**src/rtl/dsr_pkg.sv**
```systemverilog
package dsr_pkg;

  localparam int FRAME_W = 24;

  localparam logic [7:0] ADDR_PAGE = 8'hFD;
  localparam logic [7:0] ADDR_LOCK = 8'hFC;
  localparam logic [7:0] ADDR_NOP  = 8'hFF;
  localparam logic [7:0] PFX_READ  = 8'hFE;

  typedef enum logic [1:0] {
    OP_NONE  = 2'd0,
    OP_WRITE = 2'd1,
    OP_READ  = 2'd2
  } frame_op_t;

  // Classify a complete frame held in the shift stage.
  function automatic frame_op_t frame_kind(input logic [FRAME_W-1:0] f);
    if (f[23:16] == PFX_READ && f[15:8] == 8'h00) return OP_READ;
    if (f[23:16] == ADDR_NOP) return OP_NONE;
    return OP_WRITE;
  endfunction

  // Address a frame refers to: low byte for reads, top byte for writes.
  function automatic logic [7:0] frame_addr(input logic [FRAME_W-1:0] f,
                                            input frame_op_t op);
    return (op == OP_READ) ? f[7:0] : f[23:16];
  endfunction

  // Reset contents of register r in bank b.
  function automatic logic [15:0] reg_init(input int unsigned b,
                                           input int unsigned r);
    logic [7:0] bb;
    logic [7:0] rr;
    bb = 8'(b);
    rr = 8'(r);
    return {bb, rr};
  endfunction

endpackage

```
**src/rtl/dsr_shifter.sv**
```systemverilog
module dsr_shifter import dsr_pkg::*; #(
  parameter int W = FRAME_W
) (
  input  logic         clk,
  input  logic         rst_n,
  input  logic         sclk,
  input  logic         cs_n,
  input  logic         sdi,
  input  logic         load_en,
  input  logic [W-1:0] load_val,
  output logic [W-1:0] frame,
  output logic         sdo,
  output logic         frame_ok,
  output logic         sclk_rise,
  output logic         sclk_fall,
  output logic         cs_rise,
  output logic         cs_fall
);
  localparam int CNT_W = $clog2(W);

  logic         sclk_q, cs_q, seen;
  logic [CNT_W-1:0] cnt;
  logic [W-1:0] sh;

  assign sclk_rise = sclk & ~sclk_q;
  assign sclk_fall = ~sclk & sclk_q;
  assign cs_rise   = cs_n & ~cs_q;
  assign cs_fall   = ~cs_n & cs_q;
  assign frame     = sh;
  assign frame_ok  = cs_rise && seen && (cnt == '0);

  always_ff @(posedge clk) begin
    if (!rst_n) begin
      sclk_q <= 1'b0;
      cs_q   <= 1'b1;
      seen   <= 1'b0;
      cnt    <= '0;
      sh     <= '0;
      sdo    <= 1'b0;
    end else begin
      sclk_q <= sclk;
      cs_q   <= cs_n;
      if (cs_fall) begin
        cnt  <= '0;
        seen <= 1'b0;
        sdo  <= sh[W-1];
      end else if (!cs_n) begin
        if (sclk_rise) begin
          sh   <= {sh[W-2:0], sdi};
          cnt  <= (cnt == CNT_W'(W-1)) ? '0 : cnt + 1'b1;
          seen <= 1'b1;
        end
        if (sclk_fall) sdo <= sh[W-1];
      end
      if (load_en) sh <= load_val;
    end
  end

endmodule

```
**src/rtl/dsr_regbank.sv**
```systemverilog
module dsr_regbank import dsr_pkg::*; #(
  parameter int NUM_BANKS     = 3,
  parameter int REGS_PER_BANK = 4,
  parameter int PAGE_W        = 2
) (
  input  logic              clk,
  input  logic              rst_n,
  input  logic              wr_en,
  input  logic [PAGE_W-1:0] bank,
  input  logic [7:0]        addr,
  input  logic [15:0]       wdata,
  output logic              hit,
  output logic [15:0]       rdata
);
  localparam int TOTAL = NUM_BANKS * REGS_PER_BANK;

  logic [TOTAL*16-1:0] flat;
  int unsigned sel;

  assign hit = (32'(bank) < NUM_BANKS) && (32'(addr) < REGS_PER_BANK);
  assign sel = 32'(bank) * REGS_PER_BANK + 32'(addr);

  for (genvar b = 0; b < NUM_BANKS; b++) begin : g_bank
    for (genvar r = 0; r < REGS_PER_BANK; r++) begin : g_reg
      logic [15:0] q;
      always_ff @(posedge clk) begin
        if (!rst_n) q <= reg_init(b, r);
        else if (wr_en && bank == PAGE_W'(b) && addr == 8'(r)) q <= wdata;
      end
      assign flat[(b*REGS_PER_BANK+r)*16 +: 16] = q;
    end
  end

  always_comb begin
    rdata = 16'h0000;
    if (hit) rdata = flat[sel*16 +: 16];
  end

endmodule

```
**src/rtl/dsr_cfg_target.sv**
```systemverilog
module dsr_cfg_target import dsr_pkg::*; #(
  parameter int NUM_BANKS     = 3,
  parameter int REGS_PER_BANK = 4
) (
  input  logic clk,
  input  logic rst_n,
  input  logic sclk,
  input  logic cs_n,
  input  logic sdi,
  output logic sdo
);
  localparam int PAGE_W = (NUM_BANKS > 1) ? $clog2(NUM_BANKS) : 1;

  logic [FRAME_W-1:0] frame, load_val;
  logic        frame_ok, load_en;
  logic        sclk_rise, sclk_fall, cs_rise, cs_fall;
  frame_op_t   op;
  logic [7:0]  tgt_addr;
  logic [15:0] bank_rdata, rd_word;
  logic        bank_hit, wr_evt, page_wr, lock_wr;
  logic [PAGE_W-1:0] page_q;
  logic        rd_lock;

  dsr_shifter #(.W(FRAME_W)) u_shift (
    .clk(clk), .rst_n(rst_n), .sclk(sclk), .cs_n(cs_n), .sdi(sdi),
    .load_en(load_en), .load_val(load_val), .frame(frame), .sdo(sdo),
    .frame_ok(frame_ok), .sclk_rise(sclk_rise), .sclk_fall(sclk_fall),
    .cs_rise(cs_rise), .cs_fall(cs_fall)
  );

  dsr_regbank #(.NUM_BANKS(NUM_BANKS), .REGS_PER_BANK(REGS_PER_BANK),
                .PAGE_W(PAGE_W)) u_bank (
    .clk(clk), .rst_n(rst_n), .wr_en(wr_evt), .bank(page_q),
    .addr(tgt_addr), .wdata(frame[15:0]), .hit(bank_hit), .rdata(bank_rdata)
  );

  always_comb begin
    op       = frame_kind(frame);
    tgt_addr = frame_addr(frame, op);
    if (tgt_addr == ADDR_PAGE)      rd_word = 16'(page_q);
    else if (tgt_addr == ADDR_LOCK) rd_word = {15'b0, rd_lock};
    else if (bank_hit)              rd_word = bank_rdata;
    else                            rd_word = 16'h0000;
  end

  assign wr_evt   = frame_ok && (op == OP_WRITE);
  assign page_wr  = wr_evt && (tgt_addr == ADDR_PAGE);
  assign lock_wr  = wr_evt && (tgt_addr == ADDR_LOCK);
  assign load_en  = frame_ok && (op == OP_READ) && !rd_lock;
  assign load_val = {tgt_addr, rd_word};

  always_ff @(posedge clk) begin
    if (!rst_n) begin
      page_q  <= '0;
      rd_lock <= 1'b0;
    end else begin
      if (page_wr) page_q  <= frame[PAGE_W-1:0];
      if (lock_wr) rd_lock <= frame[0];
    end
  end

endmodule

```
**config.mk**
```make
export PLATFORM = sky130hd
export DESIGN_NAME = dsr_cfg_target
export DESIGN_NICKNAME = d
export VERILOG_FILES = /design/src/rtl/dsr_pkg.sv /design/src/rtl/dsr_shifter.sv /design/src/rtl/dsr_regbank.sv /design/src/rtl/dsr_cfg_target.sv
export SDC_FILE = /design/constraint.sdc
export NUM_CORES = 1
export LEC_CHECK = 0
export BUFFER_PORTS_ARGS = -buffer_cell sky130_fd_sc_hd__buf_4
export CAP_MARGIN = 10
export CORE_UTILIZATION = 45
export CTS_BUF_LIST = sky130_fd_sc_hd__clkbuf_8
export CTS_CLUSTER_SIZE = 20
export DETAILED_ROUTE_END_ITERATION = 6
export GPL_ROUTABILITY_DRIVEN = 0
export PLACE_DENSITY = 0.72
export SYNTH_ARGS = -nofsm -noshare
export SYNTH_HDL_FRONTEND = slang
export SYNTH_SLANG_ARGS = --single-unit
export TNS_END_PERCENT = 20
```
**constraint.sdc**
```tcl
create_clock -name clk -period 4.5 [get_ports clk]
set_clock_uncertainty 0.05 [all_clocks]
set_input_delay 0.225 -clock clk [delete_from_list [all_inputs] [get_ports clk]]
set_output_delay 0.225 -clock clk [all_outputs]
set_load 0.05 [all_outputs]
```
Word-level counts from Yosys, hierarchy flattened
Cells that the tools add are included.
Operators by class
  add/subtract/negate cells: 2
  magnitude comparators: 2
  equal/unequal tests: 15
  shift-type cells: 1
  muxes and demuxes: 19
  bitwise gates (word level): 9
  reductions and logical operators: 35
Operator list (count)
  indexed part select 192 x 33 -> 16 bit: 1
  two-way mux 24 bit: 4
  two-way mux 16 bit: 3
  == test 8 bit, second input constant: 4
  logical AND 1 bit: 24
  == test 8 x 2 -> 1 bit, second input constant: 2
  logical NOT 8 bit: 2
  adder 4 x 8 -> 9 bit: 1
  == test 8 x 1 -> 1 bit, second input constant: 1
  less-than comparator 8 x 3 -> 1 bit, second input constant: 1
  two-way mux 2 bit: 4
  two-way mux 8 bit: 1
  two-way mux 1 bit: 6
  adder 5 x 1 -> 5 bit, second input constant: 1
  == test 5 bit, second input constant: 1
  logical NOT 5 bit: 1
  two-way mux 5 bit: 1
  inverter 1 bit: 5
  AND 1 bit: 4
  == test 2 x 1 -> 1 bit, second input constant: 2
  == test 2 bit, second input constant: 2
  inequality test 2 x 1 -> 1 bit, second input constant: 2
  AND reduction 2 bit: 2
  nonzero test 2 bit: 2
  other kinds (6): 6
Word-level totals
  register bits after elaboration: 228
  input port bits: 5
  output and inout port bits: 1
  logic and storage cells: 103

Longest topological paths before layout
  word-level depth: 14
  mapped depth: 15

Hierarchy
A second synthesis with hierarchy kept.
Unflattened totals
  cell total of the unflattened synthesis: 1021
  area total of the unflattened synthesis: 10647.7 µm²
By module, submodules not included
  dsr_regbank: instances 1, cells each 794, area an instance 8699.6 µm²
  dsr_shifter: instances 1, cells each 160, area an instance 1455.1 µm²
  dsr_cfg_target: instances 1, cells each 67, area an instance 493.0 µm²

Least setup slack after synthesis
OpenSTA, ideal clock, no wires.
  path kind: register -> register
  start point: register u_shift.sh[9] (netlist: u_shift.frame[9])
  end point: register u_shift.sh[12] (netlist: u_shift.frame[12])
  arrival: 3854 ps
  required time: 4391 ps
  setup slack: 537 ps
  cell stages (with the launch flop): 16
  path buffers: 3
  period minus slack after synthesis: 3963 ps
  path through: dfxtp_1 > buf_6 > or4_4 > or3_4 > or2_2 > o21a_1 > ha_1 > fa_1 > clkbuf_1 > nand2_1 > a311o_1 > buf_1 > a21oi_1 > a221oi_1 > o2111ai_1 > o211a_1
Between the ends
  longest elaborated chain between the ends: 12
  elaborated cells on any way between the ends: 22
  classes of those cells: add/sub (1); order compare (1); eq/ne (5); shift (1); mux (7); reduce/logical (7)
RTL lines
  start: declaration: line dsr_shifter.sv:23  | logic [W-1:0] sh;
  start signal: assignment: line dsr_shifter.sv:49  | sh <= {sh[W-2:0], sdi};
  start signal: assignment: line dsr_shifter.sv:55  | if (load_en) sh <= load_val;
  logical NOT 8 bit (*): line dsr_pkg.sv:18  | if (f[23:16] == PFX_READ && f[15:8] == 8'h00) return OP_READ;
  logical AND 1 bit (*): line dsr_pkg.sv:18
  two-way mux 1 bit (*): line dsr_pkg.sv:18
  two-way mux 2 bit (*): line dsr_pkg.sv:19  | if (f[23:16] == ADDR_NOP) return OP_NONE;
  == test 2 bit (*): line dsr_pkg.sv:26, dsr_cfg_target.sv:49
  two-way mux 8 bit: line dsr_pkg.sv:26  | return (op == OP_READ) ? f[7:0] : f[23:16];
  adder 4 x 8 -> 9 bit / less-than comparator 8 x 3 -> 1 bit (equally long branches): line dsr_regbank.sv:21, dsr_regbank.sv:20
  indexed part select 192 x 33 -> 16 bit / logical AND 1 bit (equally long branches): line dsr_regbank.sv:36, dsr_regbank.sv:20
  two-way mux 16 bit: line dsr_cfg_target.sv:42  | else if (bank_hit) rd_word = bank_rdata;
  two-way mux 16 bit: line dsr_cfg_target.sv:41  | else if (tgt_addr == ADDR_LOCK) rd_word = {15'b0, rd_lock};
  two-way mux 16 bit: line dsr_cfg_target.sv:40  | if (tgt_addr == ADDR_PAGE) rd_word = 16'(page_q);
  two-way mux 24 bit: line dsr_shifter.sv:55
Mark *: on every way between the ends. The rest lies on a longest branch, timed or not.
A chain may end at the register's enable or synchronous reset.

Final worst setup path
  start point: register u_shift.sh[12] (netlist: u_shift.frame[12])
  end point: register u_shift.sh[9] (netlist: u_shift.frame[9])
Same word-level chain as after synthesis.

==> parameters.txt <==
Parameter                              Value

Outcome
  Status ... finished clean

Synth
  Synth Area per Inst ... 7.86 µm²
  Area of the mapped netlist ... between 10000 and 15000 µm²
  Count of cell types in the netlist ... 63
  Mux cell area share after synthesis ... a little under a tenth
  Share of the synthesized area in the top cell type ... between 40 and 50%
  Post-synthesis share of cell area spent on xor and xnor gates ... less than 1%
  Sequential area share after synthesis ... 44.3%
  Most frequent cell after synthesis ... sky130_fd_sc_hd__nand2_1
  Adder and majority gate portion of the synthesized area ... less than 1%
  Ys async rst share ... 0%
  Most used flip-flop cell after synthesis ... sky130_fd_sc_hd__dfxtp_1
  Largest family of logic cells by synthesized area ... simple AND/OR/NAND/NOR gates
  Synth Net Count ... 1320
  Number of flops mapped to enable cells by yosys ... 0
  Synth top area cells ... sky130_fd_sc_hd__dfxtp_1, sky130_fd_sc_hd__nand2_1, sky130_fd_sc_hd__mux2i_1
  YS warnings ... 0
  Synth cell count leaders ... sky130_fd_sc_hd__nand2_1, sky130_fd_sc_hd__dfxtp_1, sky130_fd_sc_hd__nand3_1, sky130_fd_sc_hd__mux2i_1, sky130_fd_sc_hd__nor2_1
  Post-Syn Instances ... ~1300
  Post-synthesis sequential element count ... roughly 230
  Fraction of the mapped netlist area in compound gates ... a little over an eighth
  Synth area leader ... sky130_fd_sc_hd__dfxtp_1
  Area share of and/or/nand/nor cells after synthesis ... between 20% and 30%

CTS
  CTS root buffer ... sky130_fd_sc_hd__clkbuf_8
  Maximum clock path buffer count ... 3
  Clock sink total ... ~230
  Total clock buffers created by CTS ... 38
  Count of H-tree levels built during CTS ... 2
  CTS tree ... yes
  Worst-Skew Late Latency ... ~0.54 ns
  Clock input transition at the sequential cells of the worst setup and hold paths ... 0.06 ns

Global route
  Antenna violations before repair ... 0
  Wire length of the first global-routing pass ... between 40000 and 50000 µm
  Vias in the first global route ... between 8000 and 9000
  Remaining global-route overflow ... 0
  Maximum number of pins on one net before global-route repair ... 85
  Total track usage ... about 25%

Detailed routing
  Drt wl/cell ... about 18 µm
  Initial DRC Count ... between 800 and 900
  Via Count ... ~9400
  Aggregate routed wire length ... roughly 29000 µm
  Vias per cell ... 5.90
  Antenna-violating nets left ... 0
  Count of unresolved DRC violations after routing ... 0
  Number of detailed-routing iterations run before antenna repair ... 5

STA
  Final min period ... 4.36 ns
  Unrepaired setup endpoints after global routing ... no
  Number of hold-slack violations in the final timing report ... 0
  Actual slew at the worst max-slew pin ... ~1.0 ns
  Final cycle utilization of the critical path ... between 90 and 100%
  Fmax ... roughly 230 MHz
  Total of endpoints with negative setup slack in the final report ... 0
  Max-slew headroom at the worst pin ... slightly below 30%
  Total negative slack ... 0 ns
  Number of pins exceeding their max-slew limit in the final report ... 0

Floorplan
  Die footprint ... about 24000 µm²
  Horiz. Die Dim ... ~150 µm
  Top-Level Pins ... 6
  Initial cell density of the core ... between 40% and 50%
  Rows ... 54
  Placeable core region ... around 22000 µm²
  Die height ... between 150 and 200 µm

Critical path
  Data required time of the critical path ... around 4.9 ns
  Slack of the worst reg-to-reg path ... between 0.1 and 0.15 ns
  Sort of element at the end of the critical path ... flip-flop
  Critical path arrival ... about 4.8 ns
  Peak fanout along the critical path ... 13
  Startpoint Class ... flip-flop
  Type of the worst setup path ... reg2reg

Power
  Maximum vdd drop ... 0.145 mV
  P per Cell Area ... between 300 and 400 nW/µm²
  Leak pwr ... about 0.0041 µW

Hold path
  Kind of path behind the tightest hold check ... in2reg

Final layout
  Synth-to-Final Area Change ... 10.6%
  Core utilization of the finished layout ... 51.4%
  Number of nets in the finished design ... 1300
  N_diodes ... 0
  Fraction of final layout cells sized beyond drive strength 1 ... 9.06%
  Post-route cell area ... about 11000 µm²

Placed design
  DPL Wire Length ... around 18000 µm
  Total of buffers placed on input and output ports ... 5
  Area after DPL ... between 10000 and 15000 µm²

Flow run
  Max-Cap Viols ... 0
-- stage by stage --
stage | setup slack, ns | hold slack [ns] | std cells | total power [µW]
after floorplan | 0.537 | 0.276 | 1310 | 2150
after global placement | 0.298 | 0.388 | 1528 | 2190
after detailed placement | 0.223 | 0.394 | 1528 | 2190
after CTS | 0.194 | 0.0315 | 1594 | 3890
after global routing | 0.0127 | 0.0398 | 1594 | 4000
final | 0.143 | 0.0500 | 1594 | 3870
-- power breakdown --
group          total (µW)  internal, µW  switching [µW]
clock network        1720           913             804
logic                 119          30.9            87.8
registers            2030          2020            4.91
total                3870          2970             897
-- registers in the layout, indices dropped and copies added (netlist names) --
signal             flops
rd_lock                1
page_q                 2
u_shift.seen           1
u_shift.sdo            1
u_shift.cs_q           1
u_bank.g_bank.g.q    192
u_shift.cnt            5
u_shift.sclk_q         1
u_shift.frame         24
-- cell usage in the layout, fill, tap and decap left out, drive strengths merged, types with 2 or more instances in the layout --
master / n
nor2: 95
or2: 2
o21a: 6
o2111ai: 6
and2: 2
nand4: 8
o211a: 6
o21bai: 2
or3b: 2
nand4b: 3
a2111oi: 11
nor4: 8
o211ai: 9
clkbuf: 46
a221oi: 8
mux2i: 98
inv: 27
nor3b: 3
ha: 4
o21ai: 91
a21oi: 58
a22oi: 3
nand3: 155
dlygate4sd3: 2
o22ai: 7
or3: 4
and3: 2
nand3b: 3
o41ai: 3
buf: 50
nor3: 7
nand2b: 2
nand2: 322
dfxtp: 228
or4: 7
a31oi: 8
-- metal layers --
metal	vias to the layer above	wire length [µm]	track usage [%]
met4	0	920	10.4
met1	4422	12800	33.5
met3	78	2350	4.62
met5	-	0	0
li1	4491	-	-
met2	411	13300	40.2
-- logic make-up (layout without fill, tap and decap cells) --
logic type               after synthesis  after routing
AO/OA/AOI/OAI                        228            228
XOR/XNOR                               1              1
adder cells (fa/ha/maj)                5              5
buffers and inverters                122            126
flip-flops                           228            228
multiplexers                          98             98
AND/OR/NAND/NOR                      628            628
-- worst paths after layout --
check                                              start                                          end  cells past startpoint
min                                                rst_n  u_bank.g_bank[1].g_reg[2].q[8]$_SDFFE_PN1P_                      2
min reg2reg  u_bank.g_bank[2].g_reg[0].q[8]$_SDFFE_PN0P_  u_bank.g_bank[2].g_reg[0].q[8]$_SDFFE_PN0P_                      2
max                       u_shift.frame[12]$_SDFFE_PN0P_                u_shift.frame[9]$_SDFFE_PN0P_                     10
max reg2reg               u_shift.frame[12]$_SDFFE_PN0P_                u_shift.frame[9]$_SDFFE_PN0P_                     10
-- repair_timing --
action | 4_1_cts | 5_1_grt
resized for setup | 0 | 0
endpoints found under the hold margin | 2 | 0
hold buffers | 2 | 0
buffers inserted | 0 | 0
-- critical path: stages, from the launching register on --
cell and delay (ns):
sky130_fd_sc_hd__dfxtp_1 0.31, sky130_fd_sc_hd__or4_1 0.63, sky130_fd_sc_hd__or3_4 0.47, sky130_fd_sc_hd__or2_2 0.34
sky130_fd_sc_hd__o21a_1 0.19, sky130_fd_sc_hd__ha_1 0.21, sky130_fd_sc_hd__fa_1 0.61, sky130_fd_sc_hd__nor3_2 0.88
sky130_fd_sc_hd__a221oi_1 0.24, sky130_fd_sc_hd__o2111ai_1 0.16, sky130_fd_sc_hd__o2111a_1 0.22
-- cell type report --
cell class	count	area [µm²]
fillers	2104	10800
well taps	280	350
inverters	10	38.8
clock buffers	46	633
repair buffers	52	433
flip-flops and latches	228	4560
multi-input cells	960	5310
clock inverters	18	67.6
Note: power is estimated with default switching activity, not from simulation.
